<file path="src/rtl/tpg_pkg.sv">
package tpg_pkg;

   localparam int TPG_MODE_W = 4;

   typedef enum logic [TPG_MODE_W-1:0] {
      TPG_OFF    = 4'b0000,
      TPG_MID    = 4'b0001,
      TPG_POS_FS = 4'b0010,
      TPG_NEG_FS = 4'b0011,
      TPG_CHECK  = 4'b0100,
      TPG_PN_LNG = 4'b0101,
      TPG_PN_SHT = 4'b0110,
      TPG_TOGGLE = 4'b0111
   } tpg_mode_e;

endpackage

</file>
<file path="src/rtl/tpg_lfsr.sv">
module tpg_lfsr #(
   parameter int LEN = 9,
   parameter int TAP = 5,
   parameter int DW  = 11
) (
   input  logic          clk,
   input  logic          rst_n,
   input  logic          load,
   output logic [DW-1:0] word
);

   logic [LEN-1:0] state;
   logic [LEN-1:0] eff;
   logic           fb;

   // starting value wins over the running state in the same cycle
   assign eff = load ? {LEN{1'b1}} : state;
   assign fb  = eff[LEN-1] ^ eff[TAP-1];

   always_ff @(posedge clk or negedge rst_n) begin
      if (!rst_n) state <= {LEN{1'b1}};
      else        state <= {eff[LEN-2:0], fb};
   end

   generate
      if (LEN >= DW) begin : g_slice
         assign word = eff[LEN-1 -: DW];
      end else begin : g_pad
         assign word = {eff, {(DW-LEN){1'b0}}};
      end
   endgenerate

endmodule

</file>
<file path="src/rtl/tpg_alt.sv">
module tpg_alt #(
   parameter int DW = 11
) (
   input  logic          clk,
   input  logic          rst_n,
   input  logic          load,
   output logic [DW-1:0] chk_word,
   output logic [DW-1:0] tgl_word
);

   logic          phase;
   logic          eff;
   logic [DW-1:0] even_bits;

   assign eff = load ? 1'b0 : phase;

   always_ff @(posedge clk or negedge rst_n) begin
      if (!rst_n) phase <= 1'b0;
      else        phase <= ~eff;
   end

   generate
      for (genvar i = 0; i < DW; i++) begin : g_bits
         assign even_bits[i] = ((i % 2) == 0);
      end
   endgenerate

   assign chk_word = eff ? ~even_bits : even_bits;
   assign tgl_word = {DW{~eff}};

endmodule

</file>
<file path="src/rtl/tpg_fmt.sv">
module tpg_fmt #(
   parameter int DW = 11
) (
   input  logic [DW-1:0] din,
   input  logic          twos,
   input  logic          inv,
   output logic [DW-1:0] dout
);

   logic [DW-1:0] coded;

   assign coded = {din[DW-1] ^ twos, din[DW-2:0]};
   assign dout  = coded ^ {DW{inv}};

endmodule

</file>
<file path="src/rtl/tpg_pattern_gen.sv">
module tpg_pattern_gen
   import tpg_pkg::*;
#(
   parameter int DW       = 11,
   parameter int PN_S_LEN = 9,
   parameter int PN_S_TAP = 5,
   parameter int PN_L_LEN = 23,
   parameter int PN_L_TAP = 18
) (
   input  logic                  clk,
   input  logic                  rst_n,
   input  logic [DW-1:0]         conv_data,
   input  logic [TPG_MODE_W-1:0] test_mode,
   input  logic                  gen_restart,
   input  logic                  fmt_twos,
   input  logic                  out_invert,
   output logic [DW-1:0]         out_word
);

   generate
      if (DW < 2) begin : g_err_dw
         $error("tpg_pattern_gen: DW must be at least 2");
      end
      if (PN_S_TAP < 1 || PN_S_TAP >= PN_S_LEN) begin : g_err_stap
         $error("tpg_pattern_gen: short tap out of range");
      end
      if (PN_L_TAP < 1 || PN_L_TAP >= PN_L_LEN) begin : g_err_ltap
         $error("tpg_pattern_gen: long tap out of range");
      end
      if (PN_L_LEN < DW) begin : g_err_llen
         $error("tpg_pattern_gen: long register narrower than word");
      end
   endgenerate

   localparam logic [DW-1:0] W_MID = {1'b1, {(DW-1){1'b0}}};

   logic [TPG_MODE_W-1:0] mode_q;
   logic                  load;
   logic [DW-1:0]         pn_s_word, pn_l_word, chk_word, tgl_word;
   logic [DW-1:0]         sel_word, fmt_word;

   always_ff @(posedge clk or negedge rst_n) begin
      if (!rst_n) mode_q <= '0;
      else        mode_q <= test_mode;
   end

   assign load = gen_restart | (test_mode != mode_q);

   tpg_lfsr #(.LEN(PN_S_LEN), .TAP(PN_S_TAP), .DW(DW)) u_pn_short (
      .clk(clk), .rst_n(rst_n), .load(load), .word(pn_s_word));

   tpg_lfsr #(.LEN(PN_L_LEN), .TAP(PN_L_TAP), .DW(DW)) u_pn_long (
      .clk(clk), .rst_n(rst_n), .load(load), .word(pn_l_word));

   tpg_alt #(.DW(DW)) u_alt (
      .clk(clk), .rst_n(rst_n), .load(load),
      .chk_word(chk_word), .tgl_word(tgl_word));

   always_comb begin
      case (tpg_mode_e'(test_mode))
         TPG_MID:    sel_word = W_MID;
         TPG_POS_FS: sel_word = {DW{1'b1}};
         TPG_NEG_FS: sel_word = {DW{1'b0}};
         TPG_CHECK:  sel_word = chk_word;
         TPG_PN_LNG: sel_word = pn_l_word;
         TPG_PN_SHT: sel_word = pn_s_word;
         TPG_TOGGLE: sel_word = tgl_word;
         default:    sel_word = conv_data;
      endcase
   end

   tpg_fmt #(.DW(DW)) u_fmt (
      .din(sel_word), .twos(fmt_twos), .inv(out_invert), .dout(fmt_word));

   always_ff @(posedge clk or negedge rst_n) begin
      if (!rst_n) out_word <= '0;
      else        out_word <= fmt_word;
   end

endmodule

</file>
<file path="config.mk">
export PLATFORM = sky130hd
export DESIGN_NAME = tpg_pattern_gen
export DESIGN_NICKNAME = d
export VERILOG_FILES = /design/src/rtl/tpg_pkg.sv /design/src/rtl/tpg_lfsr.sv /design/src/rtl/tpg_alt.sv /design/src/rtl/tpg_fmt.sv /design/src/rtl/tpg_pattern_gen.sv
export SDC_FILE = /design/constraint.sdc
export NUM_CORES = 1
export LEC_CHECK = 0
export BUFFER_PORTS_ARGS = -buffer_cell sky130_fd_sc_hd__buf_2
export CAP_MARGIN = 20
export CELL_PAD_IN_SITES_DETAIL_PLACEMENT = 1
export CELL_PAD_IN_SITES_GLOBAL_PLACEMENT = 2
export CORE_MARGIN = 4
export CORE_UTILIZATION = 37
export DETAILED_ROUTE_END_ITERATION = 8
export PLACE_DENSITY_LB_ADDON = 0.1
export SETUP_SLACK_MARGIN = 0.5
export SYNTH_ARGS = -nofsm -noshare
export SYNTH_HDL_FRONTEND = slang
export SYNTH_SLANG_ARGS = --single-unit
export TNS_END_PERCENT = 50
</file>
<file path="constraint.sdc">
create_clock -name clk -period 2.69 [get_ports clk]
set_input_delay 0.1345 -clock clk [delete_from_list [all_inputs] [get_ports clk]]
set_output_delay 0.1345 -clock clk [all_outputs]
set_load 0.03 [all_outputs]
</file>
==> flow_metrics.py, run 1 <==
metrics = {
    "grt": {
        "grt_max_degree": 49,
        "grt_pass1_vias": 1604,
        "grt_usage": 0.143,
        "grtUsageMet1": 0.185,
        "grt_pass1_wl_mm": 8.17,
        "busiest_layer": "met2",
        "antenna_found_initial": 0,
        "met3_usage": 0.0355,
        "overflow": 0,
        "grtUsageMet2": 0.239,
    },
    "setup_path": {
        "crit_path_top_delay_cell": "o41ai_1",
        "path_class": "reg -> reg",
        "path_max_fanout": 6,
        "slowest_delay_ns": 0.49,
        "critPathCaptureType": "register",
        "cp.required_ns": 2.91,
        "cp_data_arrival_time_ns": 2.25,
        "critPathBufInv": 0,
        "critPathLaunch": "mode_q[0]",
        "start_kind": "register",
        "crit_path_cell_trace": "xor2_1 -> nor4_4 -> a41oi_1 -> o41ai_1 -> xnor2_1",
        "path_delay_family": "compound AO/OA/AOI/OAI gates",
        "reg2reg_from": "mode_q[0]",
    },
    "final_layout": {
        "nNetsFinal": 235,
        "syn_to_final_growth_pct": 18.5,
        "final_common_cell": "or2_2",
        "finalNonFillerCells": 288,
        "final_cell_mix": "or2_2 (37), dfstp_2 (32), buf_2 (30)",
        "n_fill_cell": 624,
        "final_layout_size_suffix_gt1_frac": 0.546,
        "finalCoreUtilization": 0.455,
        "antenna_cells": 0,
    },
    "timing": {
        "tns_ns": 0,
        "max_freq_mhz": 493,
        "worst_slew_pin_slew_ns": 0.698,
        "hold_viol_final": 0,
        "worst_slack_ns": 0.663,
        "final.min_clock_period_ns": 2.03,
        "max_slew_margin": 0.535,
        "setup_viol": 0,
        "fin_worst_skew_ns": 0.00936,
        "slew_viol_final": 0,
        "fin_hold_ws_ns": 0.0471,
        "period_share": 0.753,
        "rsz0062_at_grt": "false",
    },
    "yosys": {
        "synth-seq-cells": 48,
        "ys_seq_area_frac": 0.584,
        "synth-edff-count": 0,
        "syn-num-nets": 204,
        "syn_inst": 184,
        "ys.flop_type": "dfstp_2",
        "syn_area_sq_um": 2130,
        "syn_avg_cell_area_sq_um": 11.6,
        "yosysWarningCount": 0,
        "async_flop_share": 1.00,
        "ys_types": 35,
    },
    "power_and_ir_drop": {
        "power.density_nw_per_um2": 635,
        "p_sw_w": 0.000420,
        "swShare": 0.262,
        "p_int_w": 0.00118,
        "leakage_nw": 1.01,
        "ir_drop_mv": 0.275,
        "pwr-share-comb": 0.153,
        "pwr-share-seq": 0.477,
        "power_frac_clock": 0.370,
    },
    "die": {
        "dieHeight_um": 83.8,
        "core_area_sq_um": 5540,
        "dieArea_sq_um": 7020,
        "die_x_um": 83.8,
        "start_util": 0.384,
        "rows": 27,
        "io_pins": 31,
    },
    "outcome": {
        "outcome": "finished, final reports clean",
    },
    "clocking": {
        "cts-buffers-inserted": 5,
        "htreeDepth": 2,
        "cts.sinks": 48,
        "clk_pin_slew_worst_paths_ns": 0.09,
        "tritoncts": "done",
        "clock_latency_ns": 0.30,
        "cts-root-buf": "clkbuf_8",
        "clockBufferDepth": 2,
    },
    "detailed_routing": {
        "drt-initial-drc-count": 71,
        "vias": 1435,
        "firstDrtPassIters": 4,
        "drt-vias-per-instance": 4.98,
        "detail-route-antenna-nets": 0,
        "wl_mm": 4.67,
        "drt-wirelength-per-cell_um": 16.2,
        "route.detailed.drc": 0,
    },
    "worst_hold_path": {
        "min_from": "test_mode[3]",
        "hp-class": "in -> reg",
    },
    "place": {
        "preCtsSetupSlack_ns": 0.382,
        "io_buffer_count": 30,
        "hpwl_mm": 3.31,
        "dp.cells": 277,
        "gp_congestion": 0.773,
    },
    "run": {
        "maxCapViolCount": 0,
    },
}
## cell families after synthesis
family / after synthesis / share of synthesized area
simple gates: 67 / 0.185
flops: 48 / 0.584
compound gates: 34 / 0.122
xor+xnor: 18 / 0.0742
buf+inv: 17 / 0.0353
## per-layer routing
metal  wire length, um  vias to the layer above
li1                  -                      686
met1              2230                      728
met2              2260                       19
met3               151                        2
met4                23                        0
met5                 0                        -
## worst paths after layout
| kind | to | slack [ns] | cells past startpoint |
|---|---|---|---|
| setup / recovery | out_word[2] | 0.66 | 5 |
| hold reg to reg | u_pn_long.state[13] | 0.50 | 2 |
| hold / removal | mode_q[3] | 0.05 | 1 |
| max in group asynchronous | u_pn_short.state[7] | 1.98 | 3 |
| min in group asynchronous | mode_q[3] | 0.19 | 2 |
| setup reg to reg | out_word[2] | 0.66 | 5 |
## cells in the mapped netlist, drive strengths merged, types with 2 or more instances
cell,count,area (sq um)
inv,4,15.0
nor2b,2,12.5
dfstp,32,841
o21ai,2,10.0
buf,4,25.0
and2b,2,15.0
a22oi,8,60.1
clkbuf,9,35.0
nor2,14,52.6
xor2,4,35.0
nand2,5,18.8
a31oi,5,31.3
or2,37,231
dfrtp,16,400
xnor2,14,123
a21oi,2,10.0
o41ai,8,70.1
a41oi,2,17.5
## registers in the layout (all words and copies together) (netlist names)
name / cells
mode_q: 4
u_alt.phase: 1
out_word: 11
u_pn_long.state: 23
u_pn_short.state: 9
## layout make-up
| cell class | instances | area, sq um | share of cell area |
|---|---|---|---|
| clock buffer | 6 | 93.8 | 0.0372 |
| multi-input combinational | 119 | 823 | 0.327 |
| timing repair buffer | 37 | 218 | 0.0864 |
| sequential | 48 | 1240 | 0.493 |
| tap | 72 | 90.1 | 0.0357 |
| clock inverter | 2 | 38.8 | 0.0154 |
| inverter | 4 | 15.0 | 0.00596 |
## per-stage QoR
| step | instance area (sq um) | power [W] |
|---|---|---|
| finish | 2520 | 0.00160 |
| global route | 2520 | 0.00169 |
| CTS | 2490 | 0.00162 |
| detailed placement | 2340 | 0.00101 |
| global placement | 2340 | 0.00101 |
| floorplan | 2130 | 0.000935 |
## power groups by stage
stage	clock network (W)	logic [W]	registers, W
2_1_floorplan	0	0.000105	0.000831
3_5_place_dp	0	0.000239	0.000775
5_1_grt	0.000655	0.000268	0.000766
6_report	0.000592	0.000244	0.000762
4_1_cts	0.000614	0.000244	0.000763
3_3_place_gp	0	0.000235	0.000775
## repair_timing
action,in CTS,in global routing
endpoints found under the hold margin,0,17
buffers inserted,1,0
endpoints found under the setup margin,9,0
gates resized for setup,2,0
hold buffers,0,1
No activity file was read; power rests on OpenSTA's default activity.
==> run 2, diff against run 1 <==
- ABC_AREA: unset -> 1
- CORE_UTILIZATION: 37 -> 30
- clock period: 2.69 -> 1.6 ns (I/O delays scaled with it)
==> run 2 against run 1 <==
The run now ends with setup timing left. Synthesized area rose by 15%. Worst setup slack got worse by 0.76 ns. Power rose by 58%. Register-to-register slack got worse by 0.76 ns. Largest cell class unchanged. Highest routed layer unchanged.
==> flow_metrics.py, run 2 <==
metrics = {
    "timing": {
        "period_share": 1.06,
        "fin_hold_ws_ns": 0.0623,
        "worst_slack_ns": -0.0998,
        "fin_worst_skew_ns": 0.0116,
        "hold_viol_final": 0,
        "worst_slew_pin_slew_ns": 0.559,
        "slew_viol_final": 0,
        "setup_viol": 11,
        "final.min_clock_period_ns": 1.70,
        "max_slew_margin": 0.627,
        "max_freq_mhz": 588,
        "rsz0062_at_grt": "true",
    },
    "detailed_routing": {
        "drt-vias-per-instance": 4.56,
        "wl_met1_mm": 3.35,
        "dr_wl_met2_mm": 3.43,
        "detail-route-antenna-nets": 0,
        "drt-wirelength-per-cell_um": 14.5,
        "route.detailed.drc": 0,
        "wl_mm": 7.02,
        "highest_layer": "met4",
        "drt-initial-drc-count": 53,
        "wl_met3_um": 174,
        "vias": 2217,
        "firstDrtPassIters": 4,
    },
    "yosys": {
        "yosysTopAreaCell": "dfstp_2",
        "synth_most_common_cell": "nand2_1",
        "ys_types": 25,
        "synth-seq-cells": 48,
        "synth_top_area_share": 0.345,
        "ys.flop_type": "dfstp_2",
        "synth-edff-count": 0,
        "syn-num-nets": 328,
        "syn_area_sq_um": 2440,
        "async_flop_share": 1.00,
        "syn_avg_cell_area_sq_um": 7.91,
        "yosysWarningCount": 0,
        "yosys-top-cells-count": "nand2_1 (100), inv_1 (38), dfstp_2 (32)",
        "netlist_top_cells_area": "dfstp_2 (34%), dfrtp_1 (16%), nand2_1 (15%)",
        "syn_inst": 308,
        "ys_seq_area_frac": 0.509,
    },
    "grt": {
        "grt_max_degree": 27,
        "grt_pass1_wl_mm": 12.3,
        "grt_usage": 0.157,
        "antenna_found_initial": 0,
        "grt_pass1_vias": 2453,
        "overflow": 0,
    },
    "setup_path": {
        "critPathCaptureType": "register",
        "crit_path_cell_trace": "inv_2 -> nand2_1 -> nand2_1 -> nand2_2 -> nor2_4 -> buf_6 -> buf_16 -> nand3_2 -> nand2_2 -> nand2_1 -> inv_1 -> nand2_1 -> nand3_1 -> nand2_1",
        "reg2reg_from": "mode_q[2]",
        "slowest_delay_ns": 0.41,
        "start_kind": "register",
        "r2r_cells": 14,
        "r2r_slack_ns": -0.1,
        "path_common_cell": "nand2_1",
        "cp.required_ns": 1.80,
        "path_class": "reg -> reg",
        "cp_data_arrival_time_ns": 1.90,
        "crit_path_top_delay_cell": "dfrtp_1",
        "path_max_fanout": 5,
        "r2r_end": "out_word[2]",
    },
    "place": {
        "gp_congestion": 0.733,
        "hpwl_mm": 5.04,
        "placement.cell_area_sq_um": 2990,
        "io_buffer_count": 30,
        "preCtsSetupSlack_ns": -0.137,
    },
    "final_layout": {
        "multiInputGateArea_sq_um": 1160,
        "regArea_sq_um": 1240,
        "final_common_cell": "nand2_1",
        "final_cell_mix": "nand2_1 (85), inv_1 (36), buf_4 (34)",
        "n_fill_cell": 961,
        "top_regs": "u_pn_long.state (23), out_word (11), u_pn_short.state (9)",
        "syn_to_final_growth_pct": 40.1,
        "largest_reg_flops": 23,
        "final_layout_size_suffix_gt1_frac": 0.456,
        "antenna_cells": 0,
        "top_register": "u_pn_long.state",
        "nNetsFinal": 403,
        "postLayoutCellArea_sq_um": 3410,
    },
    "die": {
        "start_util": 0.312,
        "io_pins": 31,
        "die_x_um": 98.1,
        "rows": 32,
        "core_area_sq_um": 7810,
        "dieArea_sq_um": 9630,
        "dieHeight_um": 98.1,
    },
    "clocking": {
        "clk_pin_slew_worst_paths_ns": 0.10,
        "tritoncts": "done",
        "htreeDepth": 2,
        "cts.sinks": 48,
        "clock_latency_ns": 0.30,
        "clockBufferDepth": 2,
        "cts-buffers-inserted": 5,
        "cts-root-buf": "clkbuf_8",
    },
    "outcome": {
        "violations": "setup timing",
        "outcome": "complete, but fails checks",
    },
    "worst_hold_path": {
        "hp-class": "in -> reg",
        "hold_end": "out_word[4]",
        "hold_depth": 4,
        "min_from": "conv_data[4]",
    },
    "power_and_ir_drop": {
        "ir_drop_mv": 0.308,
        "power.density_nw_per_um2": 741,
        "leakage_nw": 1.79,
    },
    "run": {
        "maxCapViolCount": 0,
    },
}
run 2: layout make-up:
| class | count | area share |
|---|---|---|
| flip-flops and latches | 48 | 0.364 |
| well taps | 102 | 0.0374 |
| clock inverters | 2 | 0.00330 |
| multi-input cells | 208 | 0.341 |
| clock buffers | 6 | 0.0213 |
| inverters | 42 | 0.0462 |
| repair buffers | 78 | 0.188 |
run 2: worst max-delay path by stage:
stage | from | to | slack, ns
floorplan | mode_q[2] | out_word[1] | 0.16
global placement | mode_q[2] | out_word[1] | -0.06
detailed placement | mode_q[2] | out_word[9] | -0.14
CTS | mode_q[2] | out_word[8] | -0.13
global route | mode_q[2] | out_word[6] | -0.29
finish | mode_q[2] | out_word[2] | -0.1
run 2: critical path: cells and delay by family, from the launching register on:
| kind | cells | cell delay [ns] |
|---|---|---|
| and+or+nand+nor | 10 | 0.78 |
| DFF | 1 | 0.41 |
| buffers and inverters | 4 | 0.41 |
run 2: kinds of logic (layout without fill, tap and decap cells):
family,Yosys count,count (layout),synth area share
XOR/XNOR,2,2,0.00719
AO/OA/AOI/OAI,7,7,0.0216
buffers and inverters,53,128,0.0883
AND/OR/NAND/NOR,198,199,0.374
flip-flops,48,48,0.509
run 2: timing repair:
item	in CTS	in global routing
hold endpoints to repair	7	0
cloned	3	1
resized for setup	35	15
pin swaps	15	11
setup buffers	3	3
hold buffers	3	0
setup endpoints to repair	44	44
run 2: routing by layer:
metal,track usage,up-vias
met5,0,-
met4,0.0368,0
met3,0.0264,5
met2,0.261,27
met1,0.216,1084
li1,-,1101
run 2: stage by stage:
| step | util | setup TNS (ns) | std cells | power [W] |
|---|---|---|---|---|
| after CTS | 0.425 | -1.31 | 482 | 0.00257 |
| final | 0.437 | -0.852 | 486 | 0.00253 |
| after floorplan | - | 0 | 308 | 0.00156 |
| after global routing | 0.437 | -3.40 | 486 | 0.00270 |
| after global placement | 0.383 | -0.417 | 465 | 0.00175 |
| after detailed placement | 0.383 | -1.05 | 465 | 0.00175 |
run 2: where the power goes:
part / total (W) / internal (W) / switching [W] / leakage, nW
sequential: 0.00127 / 0.00126 / 0.0000116 / 0.523
clock: 0.000743 / 0.000308 / 0.000435 / 0.0455
combinational: 0.000517 / 0.000196 / 0.000321 / 1.22
==> run 3, diff against run 2 <==
- TNS_END_PERCENT: 50 -> 30
==> run 3 against run 2 <==
The flow still finishes with violations (setup timing). Final area grew 2.5%. Flip-flop and latch count is the same. Clock skew shrank 0.0070 ns. Count of clock-buffer cells in the layout is the same. Critical endpoint is now out_word[3]. Via count shrank 0.68%. Sequential power is essentially flat. Worst setup slack lost 0.047 ns. Cell count grew 0.41%. Largest cell class unchanged. First-iteration DRC count shrank 19%.
==> flow_metrics.py, run 3 (same netlist as run 2, synthesis figures left out) <==
metrics = {
    "outcome": {
        "outcome": "complete, but fails checks",
        "violations": "setup timing",
    },
    "die": {
        "rows": 32,
        "dieArea_sq_um": 9630,
        "core_area_sq_um": 7810,
        "start_util": 0.312,
        "dieHeight_um": 98.1,
        "io_pins": 31,
        "die_x_um": 98.1,
    },
    "setup_path": {
        "slowest_delay_ns": 0.42,
        "r2r_slack_ns": -0.15,
        "start_kind": "register",
        "crit_path_cell_trace": "inv_2 -> nand2_1 -> nand2_1 -> nand2_1 -> nor2_2 -> buf_6 -> nand3_4 -> nand2_4 -> buf_12 -> nand2_2 -> nor2_2 -> nand2_1 -> nand3_2 -> nand2_1",
        "reg2reg_from": "mode_q[2]",
        "r2r_cells": 14,
        "path_delay_family": "simple AND/OR/NAND/NOR gates",
        "path_common_cell": "nand2_1",
        "path_max_fanout": 7,
        "cp.required_ns": 1.80,
        "r2r_end": "out_word[3]",
        "critPathCaptureType": "register",
        "critPathBufInv": 3,
        "crit_path_top_delay_cell": "dfrtp_1",
        "cp_data_arrival_time_ns": 1.95,
        "path_class": "reg -> reg",
    },
    "detailed_routing": {
        "route.detailed.drc": 0,
        "drt-initial-drc-count": 43,
        "vias": 2202,
        "drt-wirelength-per-cell_um": 14.1,
        "drt-vias-per-instance": 4.51,
        "detail-route-antenna-nets": 0,
        "firstDrtPassIters": 3,
        "wl_mm": 6.89,
    },
    "timing": {
        "period_share": 1.09,
        "setup_viol": 11,
        "tns_ns": -1.28,
        "max_slew_margin": 0.699,
        "worst_slack_ns": -0.147,
        "max_freq_mhz": 572,
        "rsz0062_at_grt": "true",
        "hold_viol_final": 0,
        "slew_viol_final": 0,
        "final.min_clock_period_ns": 1.75,
        "fin_worst_skew_ns": 0.00459,
        "worst_slew_pin_slew_ns": 0.447,
    },
    "final_layout": {
        "finalNonFillerCells": 488,
        "final_cell_mix": "nand2_1 (85), inv_1 (36), buf_4 (34)",
        "finalCoreUtilization": 0.448,
        "n_fill_cell": 955,
        "top_regs": "u_pn_long.state (23), out_word (11), u_pn_short.state (9)",
        "syn_to_final_growth_pct": 43.6,
        "final_layout_size_suffix_gt1_frac": 0.474,
        "top_register": "u_pn_long.state",
        "nNetsFinal": 405,
        "antenna_cells": 0,
        "largest_reg_flops": 23,
        "postLayoutCellArea_sq_um": 3500,
        "final_common_cell": "nand2_1",
    },
    "clocking": {
        "htreeDepth": 2,
        "clockBufferDepth": 2,
        "clock_latency_ns": 0.30,
        "clk_pin_slew_worst_paths_ns": 0.09,
        "cts-root-buf": "clkbuf_8",
        "cts-buffers-inserted": 5,
        "cts.sinks": 48,
        "tritoncts": "done",
    },
    "grt": {
        "antenna_found_initial": 0,
        "overflow": 0,
        "grt_pass1_vias": 2495,
        "grt_pass1_wl_mm": 11.9,
        "grt_usage": 0.154,
        "grt_max_degree": 49,
    },
    "place": {
        "placement.cell_area_sq_um": 3020,
        "gp_congestion": 0.772,
        "hpwl_mm": 5.00,
        "preCtsSetupSlack_ns": -0.117,
        "dp.cells": 470,
        "io_buffer_count": 30,
    },
    "power_and_ir_drop": {
        "leakage_nw": 1.81,
        "ir_drop_mv": 0.292,
        "power.density_nw_per_um2": 722,
    },
    "worst_hold_path": {
        "min_from": "conv_data[2]",
        "hold_depth": 4,
        "hold_end": "out_word[2]",
        "hp-class": "in -> reg",
    },
    "run": {
        "maxCapViolCount": 0,
    },
}
[run 3: changes by cell type in the layout (fill, tap and decap cells not counted), sizes merged]
cell | before | now
buf | 74 | 76
dlygate4sd3 | 3 | 4
nand3 | 33 | 32
[run 3: worst max path at each step]
stage	to	cells after the start	slack, ns	from
2_1_floorplan	out_word[1]	13	0.16	mode_q[2]
5_1_grt	out_word[9]	14	-0.30	mode_q[2]
4_1_cts	out_word[7]	14	-0.09	mode_q[2]
6_report	out_word[3]	14	-0.15	mode_q[2]
3_3_place_gp	out_word[0]	12	-0.07	mode_q[3]
3_5_place_dp	out_word[0]	14	-0.12	mode_q[2]
[run 3: power by group]
| part | leakage [nW] | total [W] | switching [W] | internal (W) |
|---|---|---|---|---|
| combinational | 1.24 | 0.000521 | 0.000324 | 0.000197 |
| sequential | 0.523 | 0.00127 | 0.0000127 | 0.00126 |
| clock | 0.0455 | 0.000735 | 0.000427 | 0.000308 |
| total | 1.81 | 0.00253 | 0.000763 | 0.00176 |
[run 3: metal layers]
metal  wire length (um)  vias to the layer above  GRT usage
met5                  0                        -          0
met4                 76                        0     0.0389
met3                148                        7     0.0271
met2               3540                       20      0.268
met1               3120                     1070      0.197
li1                   -                     1105          -
[run 3: worst register-to-register path, delay by kind of cell, from the launching register on]
kind,cells,cell delay [ns]
and+or+nand+nor,11,0.86
DFF,1,0.42
buffers and inverters,3,0.38
[run 3: metrics by stage]
| step | power (W) | hold slack (ns) |
|---|---|---|
| global placement | 0.00175 | 0.0926 |
| detailed placement | 0.00175 | 0.0922 |
| CTS | 0.00254 | 0.0501 |
| floorplan | 0.00156 | -0.216 |
| global route | 0.00268 | 0.0689 |
| finish | 0.00253 | 0.0548 |
[run 3: cell type report]
type / instances / area [sq um] / area share
clock buffers: 6 / 72.6 / 0.0207
clock inverters: 2 / 11.3 / 0.00322
inverters: 42 / 160 / 0.0457
multi-input cells: 207 / 1230 / 0.352
flip-flops and latches: 48 / 1240 / 0.355
well taps: 102 / 128 / 0.0365
repair buffers: 81 / 657 / 0.188
[run 3: repair_timing]
item,4_1_cts,5_1_grt
endpoints found under the hold margin,19,0
endpoints found under the setup margin,44,44
setup buffers,1,3
pin swaps,3,21
gates resized for setup,29,38
hold buffers,4,0
cloned,1,1
